**config.mk**
```make
export PLATFORM = sky130hd
export DESIGN_NAME = pull_seq_top
export DESIGN_NICKNAME = d
export VERILOG_FILES = /design/src/rtl/pull_seq_pkg.sv /design/src/rtl/pull_seq_ctrl.sv /design/src/rtl/pull_seq_data.sv /design/src/rtl/pull_seq_top.sv
export SDC_FILE = /design/constraint.sdc
export NUM_CORES = 1
export LEC_CHECK = 0
export CORE_UTILIZATION = 50
export CTS_CLUSTER_DIAMETER = 80
export DETAILED_ROUTE_END_ITERATION = 8
export DONT_BUFFER_PORTS = 1
export PLACE_DENSITY = 0.67
export SETUP_SLACK_MARGIN = 0.3
export SKIP_LAST_GASP = 1
export SLEW_MARGIN = 10
export SYNTH_ARGS = -nofsm -noshare
export SYNTH_HDL_FRONTEND = slang
export SYNTH_SLANG_ARGS = --single-unit
```
**constraint.sdc**
```tcl
create_clock -name clk -period 4.8 [get_ports clk]
set_input_delay 0.96 -clock clk [delete_from_list [all_inputs] [get_ports clk]]
set_output_delay 0.96 -clock clk [all_outputs]
set_load 0.01 [all_outputs]
```
**src/rtl/pull_seq_pkg.sv**
```systemverilog
package pull_seq_pkg;

  localparam logic [7:0] ADDR_CODE   = 8'h94;
  localparam logic [7:0] ADDR_STB_LO = 8'h98;
  localparam logic [7:0] ADDR_STB_HI = 8'h9C;

  typedef enum logic [1:0] {
    PULL_OFF  = 2'b00,
    PULL_DOWN = 2'b01,
    PULL_UP   = 2'b10,
    PULL_RSVD = 2'b11
  } pull_code_e;

  // strobes from control to datapath
  typedef struct packed {
    logic       codeWr;
    logic       loWr;
    logic       hiWr;
    logic       setupOk;
    logic       holdOk;
    logic [1:0] code;
  } seq_strobe_t;

endpackage

```
**src/rtl/pull_seq_ctrl.sv**
```systemverilog
module pull_seq_ctrl
  import pull_seq_pkg::*;
#(
  parameter int SETUP_CYCLES = 150,
  parameter int HOLD_CYCLES  = 150
) (
  input  logic        clk,
  input  logic        rstN,
  input  logic        regWe,
  input  logic [7:0]  regAddr,
  input  logic [1:0]  codeIn,
  input  logic        riseAny,
  input  logic        badFall,
  output seq_strobe_t stb,
  output logic        timingErr
);
  localparam int SW = $clog2(SETUP_CYCLES + 1);
  localparam int HW = $clog2(HOLD_CYCLES + 1);
  localparam logic [SW-1:0] SETUP_MAX = SW'(SETUP_CYCLES);
  localparam logic [HW-1:0] HOLD_MAX  = HW'(HOLD_CYCLES);

  logic [1:0]    codeReg;
  logic [SW-1:0] setupCnt;
  logic [HW-1:0] holdCnt;
  logic          errReg;

  always_comb begin
    stb.codeWr  = regWe && (regAddr == ADDR_CODE);
    stb.loWr    = regWe && (regAddr == ADDR_STB_LO);
    stb.hiWr    = regWe && (regAddr == ADDR_STB_HI);
    stb.setupOk = (setupCnt == SETUP_MAX);
    stb.holdOk  = (holdCnt == HOLD_MAX);
    stb.code    = codeReg;
  end

  // counters hold the distance in edges since the last event, saturating
  always_ff @(posedge clk) begin
    if (!rstN) begin
      codeReg  <= PULL_OFF;
      setupCnt <= '0;
      holdCnt  <= '0;
      errReg   <= 1'b0;
    end else begin
      if (stb.codeWr) begin
        codeReg  <= codeIn;
        setupCnt <= SW'(1);
      end else if (setupCnt != SETUP_MAX) begin
        setupCnt <= setupCnt + SW'(1);
      end
      if (riseAny)
        holdCnt <= HW'(1);
      else if (holdCnt != HOLD_MAX)
        holdCnt <= holdCnt + HW'(1);
      if (badFall)
        errReg <= 1'b1;
    end
  end

  assign timingErr = errReg;
endmodule

```
**src/rtl/pull_seq_data.sv**
```systemverilog
module pull_seq_data
  import pull_seq_pkg::*;
#(
  parameter int NUM_PINS = 54
) (
  input  logic                  clk,
  input  logic                  rstN,
  input  seq_strobe_t           stb,
  input  logic [7:0]            regAddr,
  input  logic [31:0]           regWdata,
  output logic [31:0]           regRdata,
  output logic [2*NUM_PINS-1:0] pullState,
  output logic                  riseAny,
  output logic                  badFall
);
  localparam int HI_W = NUM_PINS - 32;

  logic [NUM_PINS-1:0] stbBits, nextBits, armed, rising, falling, goodFall;

  always_comb begin
    nextBits = stbBits;
    if (stb.loWr) nextBits[31:0] = regWdata;
    if (stb.hiWr) nextBits[NUM_PINS-1:32] = regWdata[HI_W-1:0];
    rising   = nextBits & ~stbBits;
    falling  = stbBits & ~nextBits;
    goodFall = falling & armed & {NUM_PINS{stb.holdOk}};
  end

  assign riseAny = |rising;
  assign badFall = |(falling & ~goodFall);

  always_ff @(posedge clk) begin
    if (!rstN) begin
      stbBits <= '0;
      armed   <= '0;
    end else begin
      stbBits <= nextBits;
      if (stb.codeWr)
        armed <= '0;
      else
        armed <= (armed & ~rising) | (rising & {NUM_PINS{stb.setupOk}});
    end
  end

  for (genvar p = 0; p < NUM_PINS; p++) begin : g_pin
    logic [1:0] pullReg;
    always_ff @(posedge clk) begin
      if (!rstN)
        pullReg <= PULL_DOWN;
      else if (goodFall[p] && (stb.code != PULL_RSVD))
        pullReg <= stb.code;
    end
    assign pullState[2*p +: 2] = pullReg;
  end

  always_comb begin
    unique case (regAddr)
      ADDR_CODE:   regRdata = {30'b0, stb.code};
      ADDR_STB_LO: regRdata = stbBits[31:0];
      ADDR_STB_HI: regRdata = {{(32-HI_W){1'b0}}, stbBits[NUM_PINS-1:32]};
      default:     regRdata = '0;
    endcase
  end
endmodule

```
**src/rtl/pull_seq_top.sv**
```systemverilog
module pull_seq_top
  import pull_seq_pkg::*;
#(
  parameter int NUM_PINS     = 54,
  parameter int SETUP_CYCLES = 150,
  parameter int HOLD_CYCLES  = 150
) (
  input  logic                  clk,
  input  logic                  rstN,
  input  logic                  regWe,
  input  logic [7:0]            regAddr,
  input  logic [31:0]           regWdata,
  output logic [31:0]           regRdata,
  output logic [2*NUM_PINS-1:0] pullState,
  output logic                  timingErr
);
  seq_strobe_t stb;
  logic        riseAny;
  logic        badFall;

  pull_seq_ctrl #(
    .SETUP_CYCLES(SETUP_CYCLES),
    .HOLD_CYCLES (HOLD_CYCLES)
  ) u_ctrl (
    .clk      (clk),
    .rstN     (rstN),
    .regWe    (regWe),
    .regAddr  (regAddr),
    .codeIn   (regWdata[1:0]),
    .riseAny  (riseAny),
    .badFall  (badFall),
    .stb      (stb),
    .timingErr(timingErr)
  );

  pull_seq_data #(
    .NUM_PINS(NUM_PINS)
  ) u_data (
    .clk      (clk),
    .rstN     (rstN),
    .stb      (stb),
    .regAddr  (regAddr),
    .regWdata (regWdata),
    .regRdata (regRdata),
    .pullState(pullState),
    .riseAny  (riseAny),
    .badFall  (badFall)
  );
endmodule

```
Yosys cells after proc, flatten, opt, wreduce, memory -nomap -nowiden
Index checks and enable logic that the tools add are counted.
{"block": "op_classes", "add_sub_neg": 2, "n_eq_ne": 8, "muxes": 7, "n_bitwise": 13, "reduce_logical": 63}
{"op": "54-bit AND", "n": 7}
{"op": "54-bit inverter", "n": 4}
{"op": "54-bit OR reduction", "n": 2}
{"op": "32-bit case mux with 3 select lines", "n": 1}
{"op": "1-bit logical AND", "n": 57}
{"op": "55-bit OR reduction", "n": 1}
{"op": "54-bit OR", "n": 1}
{"op": "8-bit equality test, second input constant", "n": 5}
{"op": "32-bit two-way mux", "n": 1}
{"op": "22-bit two-way mux", "n": 1}
{"op": "8-bit by 1-bit adder with 8-bit output, second input constant", "n": 2}
{"op": "8-bit != test, second input constant", "n": 2}
{"op": "1-bit two-way mux", "n": 4}
{"op": "2-bit nonzero test", "n": 2}
{"op": "2-bit != test, second input constant", "n": 1}
{"op": "2-bit OR reduction", "n": 1}
{"op": "1-bit inverter", "n": 1}
{"block": "word_totals", "register_bits": 235, "input_bits": 43, "word_cells": 155}

Logic depth before layout (Yosys ltp)
Gate-level depths: netlist of the first run.
{"block": "depth", "word_depth": 10, "depth_mapped": 12, "depth_no_buf": 8}

Cells and area by module
From an unflattened synthesis of the first run, not the netlist that was laid out.
{"block": "hier_totals", "hier_cells": 1319, "area_unflattened_um2": 11046.8}
{"module": "pull_seq_data", "n_inst": 1, "cells_each": 1208, "area_per_inst_um2": 10065.9, "seq_area_each_um2": 4324.1}
{"module": "pull_seq_ctrl", "n_inst": 1, "cells_each": 111, "area_per_inst_um2": 980.9, "seq_area_each_um2": 380.4}

Least setup slack after synthesis of the first run
Ideal clock, no wire load.
{"block": "synth_path", "path_type": "input to output", "startpoint": "input port regAddr[1]", "endpoint": "output port regRdata[10]", "arrival_ns": 2.480, "path_slack_ns": 1.360, "path_stages": 5, "n_path_buf": 2, "path_cell_list": "or2_2 > nor4_1 > clkbuf_1 > clkbuf_1 > a22o_1"}
{"block": "synth_via", "elab_chain_cells": 2, "word_cells_on_any_way": 4}
{"item": "from (decl)", "line": "pull_seq_top.sv:11", "source": "input logic [7:0] regAddr,"}
{"item": "8-bit equality test", "line": "pull_seq_data.sv:57", "source": "unique case (regAddr)"}
{"item": "32-bit case mux with 3 select lines (*)", "line": "pull_seq_data.sv:57"}
{"item": "to (decl)", "line": "pull_seq_top.sv:13", "source": "output logic [31:0] regRdata,"}
Mark *: on every way between the ends. The rest lies on a longest branch, timed or not.

Worst setup path in the final report of the first run
{"block": "layout_path", "startpoint": "input port regAddr[1]", "endpoint": "output port regRdata[14]"}
The elaborated chain is that of the path after synthesis.

==> results.cfg, run 1 <==
[logic_synthesis]
synth_edf_count = 0
syn-num-nets = 1401
synthTopCellsByArea = dfxtp_1, nand2_1, o221a_2, nand3_1, nor2b_1
synth-main-ff-cell = dfxtp_1
async_flop_share_pct = 0
ys_seq_elements = 235
syn_area_um2 = 11000
avgSynthCellArea_um2 = 8.09
synth_top_cell_area_share_pct = 42.9
yosysUniqueCellTypes = 53
synthCells = 1354
ys.warnings.count = 0
ys_seq_area_share_pct = 42.9
yosys.area.top_type = dfxtp_1

[timing]
tns_ns = 0
hold_viol_final = 0
maxSlewViolCount = 0
fin_skew_ns = 0.0196
timing.fmax_mhz = 308
slew-limit-headroom_pct = 26.6
layout_min_cycle_time_ns = 3.24
setup_slack_ns = 1.56
worstMarginPinSlew_ns = 1.10
rsz0062_at_grt = false
timing.final.crit_share_pct = 67.6
setup_viol = 0

[die]
core_um2 = 21200
initial_core_util_pct = 51.6
die_area_um2 = 22500
ioPinCount = 184
die_w_um = 150
rows = 53
die_y_um = 150

[global_routing]
met2_usage_pct = 44.8
grtUsageMet1_pct = 40.9
busiest_layer = met2
grt.total_usage_pct = 29.7
grt_max_degree = 170
antenna_found_initial = 1
grt_pass1_vias = 8956
grt-ovfl-total = 0
met3_usage_pct = 8.66
grt_pass1_wl_um = 51900

[cts]
clkSinkCount = 235
worstSkewPairLatency_ns = 0.53
cts_resized = 0
clockBufferDepth = 3
cts_setup_buffers = 0
numCtsBuffers = 25
path_clk_slew_ns = 0.06
h-tree-depth = 1
cts_tree = built
cts_hold_buffers = 0
cts_root_buf = clkbuf_16

[setup_path]
cp_max_fo = 40
worstSetupPathType = primary input to output port
endpoint_kind = output port
required_ns = 3.84
start_kind = primary input
crit_arrival_ns = 2.28

[place]
dpl.hpwl_um = 23300
place_inst = 1551
gp_congestion = 0.870
place_area_um2 = 11100
place_worst_setup_slack_ns = 1.44
io_buffers = 0

[routing]
ant_nets = 0
wl_per_cell_um = 21.3
drt-vias-per-instance = 6.26
vias = 9992
drtIter0Drc = 846
drcViolationCount = 0
firstDrtPassIters = 5
wl_um = 34000

[power]
vdd_drop_max_mv = 0.213
powerDensity_nw_per_um2 = 342
leakage_nw = 3.82

[layout]
post_route_cells_drive_above_1_share_pct = 9.91
diodes = 0
final-instance-count-excl-fill = 1597
final_cell_mix = dfxtp_1, nand2_1, nor2_1
final_common_cell = dfxtp_1
fin_util_pct = 56.5
syn_to_final_growth_pct = 9.43
fill_cells = 1974
fin_area_um2 = 12000
nNetsFinal = 1350

[worst_hold_path]
hp-class = flop to flop

[flow_run]
maxCapViolCount = 0

[outcome]
status = finished clean
synth_stat cells, drive strengths merged (2+ instances only):
| cell | n |
|---|---|
| a2111oi | 3 |
| a21boi | 55 |
| a21oi | 60 |
| a22o | 20 |
| a22oi | 6 |
| a311oi | 15 |
| a31oi | 7 |
| a41oi | 47 |
| and2 | 14 |
| and3 | 5 |
| buf | 32 |
| clkbuf | 66 |
| dfxtp | 235 |
| ha | 4 |
| inv | 35 |
| mux2i | 5 |
| nand2 | 225 |
| nand2b | 16 |
| nand3 | 110 |
| nand4 | 14 |
| nor2 | 118 |
| nor2b | 88 |
| nor3 | 6 |
| nor4 | 19 |
| o21a | 2 |
| o21ai | 58 |
| o221a | 54 |
| o22ai | 2 |
| o2bb2ai | 2 |
| or2 | 2 |
| xnor2 | 4 |
| xor2 | 9 |
cell families (layout without fill, tap and decap cells):
group / after synthesis / count (layout) / synth area share, %
xor+xnor: 13 / 13 / 1.04
flops: 235 / 235 / 42.9
simple gates: 625 / 625 / 26.7
compound gates: 339 / 339 / 23.4
buf+inv: 133 / 101 / 4.93
fa+ha+maj: 4 / 4 / 0.457
mux: 5 / 5 / 0.457
worst max-delay path: stages:
cell,delay (ns)
or2_2,0.31
nor4_2,0.21
buf_4,0.46
a22o_1,0.32
final timing paths:
check,depth (start not counted),endpoint,slack [ns],startpoint
max,4,regRdata[14],1.56,regAddr[1]
min reg2reg,2,flop,0.47,flop
max reg2reg,9,u_ctrl.timingErr,1.66,u_ctrl.holdCnt[0]
min,2,flop,0.47,flop
layout make-up:
| class | instances | area (µm²) | area share (%) |
|---|---|---|---|
| Clock inverter | 15 | 183 | 1.52 |
| Clock buffer | 31 | 698 | 5.82 |
| Sequential cell | 235 | 4700 | 39.2 |
| Inverter | 35 | 131 | 1.10 |
| Multi-Input combinational cell | 986 | 5750 | 48.0 |
| Tap cell | 275 | 344 | 2.87 |
| Timing Repair Buffer | 20 | 175 | 1.46 |
power by group:
part / total, W / internal, W / switching [W]
Clock: 0.00206 / 0.00125 / 0.000813
Sequential: 0.00196 / 0.00195 / 0.00000599
Combinational: 0.0000818 / 0.0000336 / 0.0000482
Total: 0.00410 / 0.00324 / 0.000867
metrics by stage:
step | power (W) | hold WS, ns
floorplan | 0.00208 | 0.445
global placement | 0.00208 | 0.459
detailed placement | 0.00208 | 0.461
CTS | 0.00413 | 0.469
global route | 0.00421 | 0.491
finish | 0.00410 | 0.469
metal layers:
layer  wire, µm  vias up
met5          0        -
li1           -     4751
met3       3340       56
met1      15000     4797
met4        852        0
met2      14800      388
Power figures use the tool's default switching activity.
==> run 2, diff against run 1 <==
- PLACE_DENSITY: 0.67 -> 0.7
- clock period: 4.8 -> 2.6 ns (I/O delays scaled with it)
==> run 2 against run 1 <==
Worst hold slack worse by 0.39 ns. Combinational power increased by 110%. Flip-flop and latch count unchanged. Cell count grew 2.6%. First-iteration DRC count is 31% higher. Utilization is 3.3 points higher. Final area grew 5.8%. Register-to-register slack got worse by 1.4 ns. Via count rose by 3.2%. Critical endpoint is now regRdata[1]. Largest cell class unchanged.
==> results.cfg, run 2 (synthesis results as in run 1) <==
[layout]
nNetsFinal = 1393
final_common_cell = dfxtp_1
fin_area_um2 = 12700
final_cell_mix = dfxtp_1, nand2_1, nor2_1
multi_input_area_um2 = 5900
fin_util_pct = 59.8
post_route_cells_drive_above_1_share_pct = 13.9
fill_cells = 1889
syn_to_final_growth_pct = 15.7
register_area_um2 = 4710
final-instance-count-excl-fill = 1639
diodes = 0

[place]
dpl.hpwl_um = 24400
place_area_um2 = 11400
gp_congestion = 0.925
io_buffers = 0
place_inst = 1577
place_worst_setup_slack_ns = 0.00505

[timing]
setup_slack_ns = 0.242
fin_skew_ns = 0.0148
timing.fmax_mhz = 424
setup_viol = 0
rsz0062_at_grt = true
maxSlewViolCount = 0
slew-limit-headroom_pct = 51.5
hold_viol_final = 0
worstMarginPinSlew_ns = 0.726
tns_ns = 0
layout_min_cycle_time_ns = 2.36
timing.final.crit_share_pct = 90.7

[setup_path]
cp_max_fo = 19
start_kind = flop
reg2reg_from = u_ctrl.holdCnt[0]
worstSetupPathType = flop to output port
critPathLaunch = u_ctrl.codeReg[1]
required_ns = 2.08
crit_arrival_ns = 1.84
endpoint_kind = output port

[routing]
drt-vias-per-instance = 6.29
drtIter0Drc = 1108
ant_nets = 0
firstDrtPassIters = 6
wl_um = 35900
drcViolationCount = 0
wl_per_cell_um = 21.9
vias = 10308

[flow_run]
maxCapViolCount = 0

[global_routing]
grt.total_usage_pct = 30.8
antenna_found_initial = 0
grt_pass1_wl_um = 53700
grt_pass1_vias = 9527
grt_max_degree = 170
grt-ovfl-total = 0

[cts]
path_clk_slew_ns = 0.06
h-tree-depth = 1
numCtsBuffers = 25
cts_root_buf = clkbuf_16
worstSkewPairLatency_ns = 0.53
cts_tree = built
clockBufferDepth = 3
clkSinkCount = 235

[worst_hold_path]
hold_start = rstN
hp-class = primary input to flop

[die]
initial_core_util_pct = 51.6
rows = 53
die_y_um = 150
die_w_um = 150
ioPinCount = 184
die_area_um2 = 22500
core_um2 = 21200

[outcome]
status = finished clean

[power]
vdd_drop_max_mv = 0.428
leakage_nw = 4.12
powerDensity_nw_per_um2 = 607
-- run 2: cell count changes in the layout (fill, tap and decap cells not counted), moves of 3 or more --
cell and delta:
and2_1 -3, and2_4 +3, buf_12 +14, buf_4 +19, buf_6 +5, clkbuf_1 +4, clkinv_2 -6
-- run 2: critical path, cell delays in order, from the launching register on --
cell	delay [ns]
dfxtp_1	0.65
buf_4	0.34
a21oi_1	0.11
nor2_1	0.21
-- run 2: worst paths after layout --
kind | to | slack [ns] | cells after the start
setup / recovery | regRdata[1] | 0.24 | 3
setup reg to reg | u_data.g_pin[44].pullReg[0] | 0.28 | 9
hold / removal | u_data.g_pin[17].pullReg[0] | 0.08 | 1
hold reg to reg | flop | 0.48 | 2
-- run 2: report_power, final --
part	switching, W	internal (W)	leakage [nW]	total (W)
logic	0.0000985	0.0000760	1.79	0.000174
registers	0.00000976	0.00361	1.90	0.00362
clock network	0.00148	0.00243	0.440	0.00391
-- run 2: repair_timing --
item	4_1_cts	5_1_grt
pin swaps	9	12
resized for setup	15	20
buffers inserted	7	6
cloned	2	2
endpoints found under the setup margin	65	89
hold buffers	0	0
-- run 2: cell type report --
class / count / share of cell area [%]
flip-flops and latches: 235 / 37.1
repair buffers: 60 / 5.50
well taps: 275 / 2.71
clock inverters: 9 / 1.36
inverters: 35 / 1.04
multi-input cells: 989 / 46.5
clock buffers: 36 / 5.73
-- run 2: metrics by stage --
stage	power, W	hold WS, ns
final	0.00770	0.0780
after global routing	0.00790	0.0844
after CTS	0.00773	0.0690
after detailed placement	0.00386	0.468
after global placement	0.00386	0.461
after floorplan	0.00384	0.445
-- run 2: routing by layer --
metal / GRT usage (%) / share of wire, % / routed length (µm) / vias up
met4: 9.44 / 3.1 / 1100 / 0
met3: 9.09 / 11 / 4000 / 68
met5: 0 / 0 / 0 / -
met2: 47.0 / 43 / 15500 / 493
met1: 41.7 / 43 / 15400 / 4928
li1: - / - / - / 4819
